===== src/rtl/oneshot_pkg.sv =====
package oneshot_pkg;
  parameter int unsigned OST_CNT_W  = 16;
  parameter int unsigned OST_BYTE_W = 8;
endpackage


===== src/rtl/oneshot_stage.sv =====
module oneshot_stage #(
  parameter int unsigned CNT_W  = oneshot_pkg::OST_CNT_W,
  parameter int unsigned BYTE_W = oneshot_pkg::OST_BYTE_W,
  localparam int unsigned NBYTES = CNT_W / BYTE_W,
  localparam int unsigned ADDR_W = (NBYTES > 1) ? $clog2(NBYTES) : 1
) (
  input  logic              clk_i,
  input  logic              rst_ni,
  input  logic              wr_en_i,
  input  logic [ADDR_W-1:0] addr_i,
  input  logic [BYTE_W-1:0] wdata_i,
  output logic              load_o,
  output logic [CNT_W-1:0]  load_val_o
);
  localparam int unsigned LAST = NBYTES - 1;

  logic [CNT_W-1:0] stage_q;

  for (genvar b = 0; b < NBYTES; b++) begin : g_byte
    always_ff @(posedge clk_i or negedge rst_ni) begin
      if (!rst_ni) stage_q[b*BYTE_W +: BYTE_W] <= '1;
      else if (wr_en_i && addr_i == ADDR_W'(b)) stage_q[b*BYTE_W +: BYTE_W] <= wdata_i;
    end
  end

  assign load_o     = wr_en_i && (addr_i == ADDR_W'(LAST));
  assign load_val_o = {wdata_i, stage_q[CNT_W-BYTE_W-1:0]};

  assert_stage_low_R2: assert property (@(posedge clk_i) disable iff (!rst_ni)
    (wr_en_i && addr_i == '0) |=> stage_q[BYTE_W-1:0] == $past(wdata_i));
  assert_stage_keep_R10: assert property (@(posedge clk_i) disable iff (!rst_ni)
    !(wr_en_i && addr_i == '0) |=> $stable(stage_q[BYTE_W-1:0]));
endmodule


===== src/rtl/oneshot_count.sv =====
module oneshot_count #(
  parameter int unsigned CNT_W = oneshot_pkg::OST_CNT_W
) (
  input  logic             clk_i,
  input  logic             rst_ni,
  input  logic             tick_i,
  input  logic             load_i,
  input  logic [CNT_W-1:0] load_val_i,
  output logic [CNT_W-1:0] cnt_o,
  output logic             expire_o,
  output logic             flag_set_o
);
  logic [CNT_W-1:0] cnt_q;
  logic             armed_q;
  logic             set_q;

  // load wins over a coincident tick
  assign expire_o = !load_i && tick_i && armed_q && (cnt_q == '0);

  always_ff @(posedge clk_i or negedge rst_ni) begin
    if (!rst_ni) begin
      cnt_q   <= '1;
      armed_q <= 1'b0;
      set_q   <= 1'b0;
    end else begin
      set_q <= expire_o;
      if (load_i) begin
        cnt_q   <= load_val_i;
        armed_q <= 1'b1;
      end else if (tick_i) begin
        cnt_q <= cnt_q - CNT_W'(1);
        if (expire_o) armed_q <= 1'b0;
      end
    end
  end

  assign cnt_o      = cnt_q;
  assign flag_set_o = set_q;

  assert_load_value_R3: assert property (@(posedge clk_i) disable iff (!rst_ni)
    load_i |=> (cnt_q == $past(load_val_i)) && armed_q);
  assert_decrement_R4: assert property (@(posedge clk_i) disable iff (!rst_ni)
    (tick_i && !load_i) |=> cnt_q == $past(cnt_q) - CNT_W'(1));
  assert_hold_R4: assert property (@(posedge clk_i) disable iff (!rst_ni)
    (!tick_i && !load_i) |=> $stable(cnt_q));
  assert_fire_wrap_R6: assert property (@(posedge clk_i) disable iff (!rst_ni)
    set_q |-> (cnt_q == '1) && !armed_q);
  assert_stay_idle_R7: assert property (@(posedge clk_i) disable iff (!rst_ni)
    (!armed_q && !load_i) |=> !armed_q && !set_q);
endmodule


===== src/rtl/oneshot_rdport.sv =====
module oneshot_rdport #(
  parameter int unsigned CNT_W  = oneshot_pkg::OST_CNT_W,
  parameter int unsigned BYTE_W = oneshot_pkg::OST_BYTE_W,
  localparam int unsigned NBYTES = CNT_W / BYTE_W,
  localparam int unsigned ADDR_W = (NBYTES > 1) ? $clog2(NBYTES) : 1
) (
  input  logic              clk_i,
  input  logic              rst_ni,
  input  logic              rd_en_i,
  input  logic [ADDR_W-1:0] addr_i,
  input  logic              load_i,
  input  logic              expire_i,
  input  logic              flag_set_i,
  input  logic [CNT_W-1:0]  cnt_i,
  output logic [BYTE_W-1:0] rdata_o,
  output logic              flag_clr_o
);
  logic [BYTE_W-1:0] rdata_q;
  logic              clr_q;
  logic              rd_low;

  assign rd_low = rd_en_i && (addr_i == '0);

  always_ff @(posedge clk_i or negedge rst_ni) begin
    if (!rst_ni) begin
      rdata_q <= '0;
      clr_q   <= 1'b0;
    end else begin
      if (rd_en_i) rdata_q <= cnt_i[int'(addr_i)*BYTE_W +: BYTE_W];
      // a coincident expiry keeps the flag up
      clr_q <= load_i || (rd_low && !expire_i);
    end
  end

  assign rdata_o    = rdata_q;
  assign flag_clr_o = clr_q;

  assert_rdata_hold_R8: assert property (@(posedge clk_i) disable iff (!rst_ni)
    !rd_en_i |=> $stable(rdata_o));
  assert_no_set_clr_R9: assert property (@(posedge clk_i) disable iff (!rst_ni)
    !(flag_set_i && flag_clr_o));
  assert_clr_on_load_R3: assert property (@(posedge clk_i) disable iff (!rst_ni)
    load_i |=> flag_clr_o);
endmodule


===== src/rtl/oneshot_timer.sv =====
module oneshot_timer #(
  parameter int unsigned CNT_W  = oneshot_pkg::OST_CNT_W,
  parameter int unsigned BYTE_W = oneshot_pkg::OST_BYTE_W,
  localparam int unsigned NBYTES = CNT_W / BYTE_W,
  localparam int unsigned ADDR_W = (NBYTES > 1) ? $clog2(NBYTES) : 1
) (
  input  logic              clk_i,
  input  logic              rst_ni,
  input  logic              tick_i,
  input  logic              wr_en_i,
  input  logic              rd_en_i,
  input  logic [ADDR_W-1:0] addr_i,
  input  logic [BYTE_W-1:0] wdata_i,
  output logic [BYTE_W-1:0] rdata_o,
  output logic              flag_set_o,
  output logic              flag_clr_o
);
  logic             load;
  logic [CNT_W-1:0] load_val;
  logic [CNT_W-1:0] cnt;
  logic             expire;

  oneshot_stage #(.CNT_W(CNT_W), .BYTE_W(BYTE_W)) u_stage (
    .clk_i, .rst_ni, .wr_en_i, .addr_i, .wdata_i,
    .load_o(load), .load_val_o(load_val)
  );

  oneshot_count #(.CNT_W(CNT_W)) u_count (
    .clk_i, .rst_ni, .tick_i,
    .load_i(load), .load_val_i(load_val),
    .cnt_o(cnt), .expire_o(expire), .flag_set_o
  );

  oneshot_rdport #(.CNT_W(CNT_W), .BYTE_W(BYTE_W)) u_rdport (
    .clk_i, .rst_ni, .rd_en_i, .addr_i,
    .load_i(load), .expire_i(expire), .flag_set_i(flag_set_o),
    .cnt_i(cnt), .rdata_o, .flag_clr_o
  );

  assert_reset_idle_R1: assert property (@(posedge clk_i) disable iff (!rst_ni)
    $rose(flag_set_o) |-> $past(tick_i));
endmodule


===== config.mk =====
export PLATFORM = sky130hd
export DESIGN_NAME = oneshot_timer
export DESIGN_NICKNAME = d
export VERILOG_FILES = /design/src/rtl/oneshot_pkg.sv /design/src/rtl/oneshot_stage.sv /design/src/rtl/oneshot_count.sv /design/src/rtl/oneshot_rdport.sv /design/src/rtl/oneshot_timer.sv
export SDC_FILE = /design/constraint.sdc
export NUM_CORES = 1
export LEC_CHECK = 0
export ABC_AREA = 1
export CAP_MARGIN = 15
export CORE_MARGIN = 5
export CORE_UTILIZATION = 50
export DETAILED_ROUTE_END_ITERATION = 10
export GPL_TIMING_DRIVEN = 0
export PLACE_DENSITY = 0.84
export SLEW_MARGIN = 20
export SYNTH_ARGS = -nofsm -noshare
export SYNTH_HDL_FRONTEND = slang
export SYNTH_SLANG_ARGS = --single-unit

===== constraint.sdc =====
create_clock -name clk_i -period 1.55 [get_ports clk_i]
set_input_delay 0.31 -clock clk_i [delete_from_list [all_inputs] [get_ports clk_i]]
set_output_delay 0.31 -clock clk_i [all_outputs]
set_load 0.05 [all_outputs]

==> results.toml <==
[global_routing]
grtUsageTotal_pct = 18.4
grt_max_degree = 19
grt_pass1_wl_microns = 7610
grt-ovfl-total = 0
antenna_found_initial = 0
grt_pass1_vias = 1626

[sta]
min_period_ns = 1.48
finalClockSkew_ns = 0.00915
worst_pin_slew_ns = 0.485
setup_viol = 0
slew_headroom_pct = 67.8
rsz0062_at_grt = "no"
drv_slew = 0
timing_hold_violations_final = 0
fin_ws_ns = 0.0688
finalCritPeriodShare_pct = 95.6
max_freq_ghz = 0.675

[floorplan]
ios = 24
rows = 22
die_w_microns = 72.9
initial_core_util_pct = 52.9
core-area_sq_um = 3740
die-area_sq_um = 5320
die_y_microns = 72.9

[synth]
synth-async-reset-ratio_pct = 100
synth_fp_nets = 281
yosysTopAreaCellShare_pct = 31.8
yosys.area.top_type = "dfstp_2"
synthFlopType = "dfstp_2"
synth_area_leaders = "dfstp_2 (32%), nand2_1 (16%), dfrtp_1 (14%), inv_1 (7.0%), o21ai_0 (5.6%)"
synth_commonest_cells = "nand2_1 (86), inv_1 (37), nor2_1 (25)"
synth_cell_types = 28
synth_area_sq_um = 1980
avgSynthCellArea_sq_um = 7.45
yosysSeqAreaShare_pct = 45.7
ys_ff_latch = 35
synth.most_common_cell = "nand2_1"
syn_inst = 266
synth_edf_count = 0
synth_warnings = 0

[pwr]
switching_share_pct = 38.6
ir_drop_uv = 662
combPwrFrac_pct = 34.5
power_frac_clock_pct = 20.3
power_density_nw_per_um2 = 1280
seq_power_share_pct = 45.2
p_int_mw = 1.88
p_leak_nw = 1.15
switching_power_mw = 1.19

[flow_run]
drv_cap = 0

[worst_setup_path]
rrSetupSlack_ns = 0.13
max_stage_delay_ns = 0.53
cp_slowest_cell = "dlygate4sd2_1"
rr_worst_depth = 9
required_ns = 1.24
cp_cell_sequence = "dlygate4sd2_1"
cp_max_fo = 2
r2r-end = "u_count.cnt_o[10]"
worstSetupStartpointType = "flip-flop"
worstSetupPathType = "reg2out"
cp.buffers_inverters = 1
cp_top_family = "buffers and inverters"
endpoint_kind = "primary output"
arrival_ns = 1.17
reg2reg_from = "u_count.cnt_o[0]"

[hold_path]
hold_end = "u_stage.load_val_o[4]"
hold_class = "reg2reg"
hold_depth = 2
worstHoldStart = "u_stage.load_val_o[4]"

[clocking]
cts.sinks = 35
clk_latency_ns = 0.29
cts-root-buf = "clkbuf_8"
tritoncts = "built"
clk_pin_slew_worst_paths_ns = 0.06
cts_buffers = 5
htreeDepth = 2
clk_path_buf_depth = 2

[layout]
final_nets = 316
final_cells = 350
synthToLayoutAreaGrowth_pct = 21.0
fillers = 344
drive_above_1_share_pct = 18.5
n_antenna_cell = 0

[placement]
dp_slack_ns = -0.0724
placed_cells = 338
place.gp.congestion = 0.916
place_hpwl_microns = 3410
portBuffers = 23

[run_status]
status = "finished clean"

[route]
routedWlPerCell_microns = 12.8
dr.pass1.iters = 4
viasPerCell = 5.16
routed_wl_microns = 4490
vias = 1807
drc = 0
drt_iter0_drc = 121
antenna_left = 0
[registers in the layout, summed over array words and instances (netlist names)]
name / cells
u_stage.load_val_o: 8
u_rdport.rdata_o: 8
u_rdport.flag_clr_o: 1
u_count.cnt_o: 16
u_count.flag_set_o: 1
u_count.armed_q: 1
[timing repair]
action	CTS	global route
setup endpoints to repair	10	1
gates resized for setup	10	1
setup buffers	0	3
endpoints found under the hold margin	10	0
hold buffers	1	0
gates cloned	0	0
[worst max-delay path by stage]
stage                         from                  to  slack, ns  depth (start not counted)
2_1_floorplan     u_count.cnt_o[0]   u_count.cnt_o[10]       0.24                          9
3_3_place_gp                rst_ni  u_count.flag_set_o      -0.51                          1
3_5_place_dp                addr_i     u_count.armed_q      -0.07                          8
4_1_cts           u_count.cnt_o[0]   u_count.cnt_o[10]       0.04                          9
5_1_grt        u_rdport.rdata_o[3]          rdata_o[3]       0.01                          1
6_report       u_rdport.rdata_o[5]          rdata_o[5]       0.07                          1
[per-layer routing]
| metal | vias to the layer above | part of all wire, % | GRT usage [%] |
|---|---|---|---|
| met3 | 8 | 6.8 | 4.68 |
| met4 | 0 | 1.9 | 7.58 |
| met1 | 842 | 44 | 24.2 |
| li1 | 900 | - | - |
| met5 | - | 0 | 0 |
| met2 | 57 | 47 | 29.0 |
[final cells by class]
type | instances | area, sq um | share of cell area [%]
plain buffers | 5 | 36.3 | 1.51
clock buffers | 8 | 80.1 | 3.34
inverters | 42 | 158 | 6.58
multi-input cells | 184 | 883 | 36.9
flip-flops and latches | 35 | 906 | 37.8
well taps | 48 | 60.1 | 2.51
repair buffers | 28 | 273 | 11.4
[power groups by stage]
stage	logic, mW	registers [mW]	clock network (mW)
finish	1.06	1.39	0.623
global route	1.17	1.41	0.702
CTS	1.03	1.38	0.645
detailed placement	1.06	1.40	0
global placement	1.02	1.39	0
floorplan	0.640	1.49	0
[kinds of logic (layout without fill, tap and decap cells)]
group                      Yosys count  in the layout  share of synthesized area [%]
and+or+nand+nor                    137            137                           30.0
buffers and inverters               47             83                           9.79
AOI/OAI and AO/OA                   41             41                           11.6
DFF                                 35             35                           45.7
xor gates and xnor gates             5              5                           2.21
adders and majority gates            1              1                          0.632
[metrics by stage]
step	TNS (ns)	util (%)	hold WS (ns)	cell area [sq um]	total power, mW
3_3_place_gp	-10.93	60.7	0.467	2270	2.41
3_5_place_dp	-0.555	61.3	0.278	2290	2.46
4_1_cts	0	63.3	0.479	2370	3.06
2_1_floorplan	0	-	0.0144	1980	2.13
6_report	0	64.0	0.479	2400	3.07
5_1_grt	0	64.0	0.498	2400	3.29
[layout by cell type (no fill, tap or decap)]
master | netlist | routed
nand3_4 | 1 | 1
inv_2 | 3 | 3
dlygate4sd3_1 | 0 | 1
xnor2_1 | 1 | 1
xor2_1 | 4 | 4
buf_16 | 0 | 1
o22ai_1 | 6 | 6
buf_6 | 1 | 1
clkbuf_1 | 0 | 3
nand2_1 | 86 | 86
nor3_1 | 1 | 1
buf_4 | 2 | 5
dfrtp_1 | 11 | 11
nand2_4 | 1 | 1
dlygate4sd2_1 | 0 | 10
o211ai_1 | 3 | 3
nor2_2 | 4 | 4
clkdlybuf4s50_1 | 0 | 12
o221ai_1 | 2 | 2
o21ai_0 | 22 | 22
clkbuf_8 | 0 | 5
clkinv_1 | 2 | 2
nand4_1 | 1 | 1
nand3_1 | 11 | 11
o21bai_1 | 1 | 1
nor2_1 | 25 | 25
ha_2 | 0 | 1
o21ai_1 | 7 | 7
nand2_2 | 4 | 4
nor3_2 | 1 | 1
inv_1 | 37 | 37
dfstp_2 | 24 | 24
buf_2 | 2 | 3
nor2_4 | 2 | 2
Note: power is estimated with default switching activity, not from simulation.
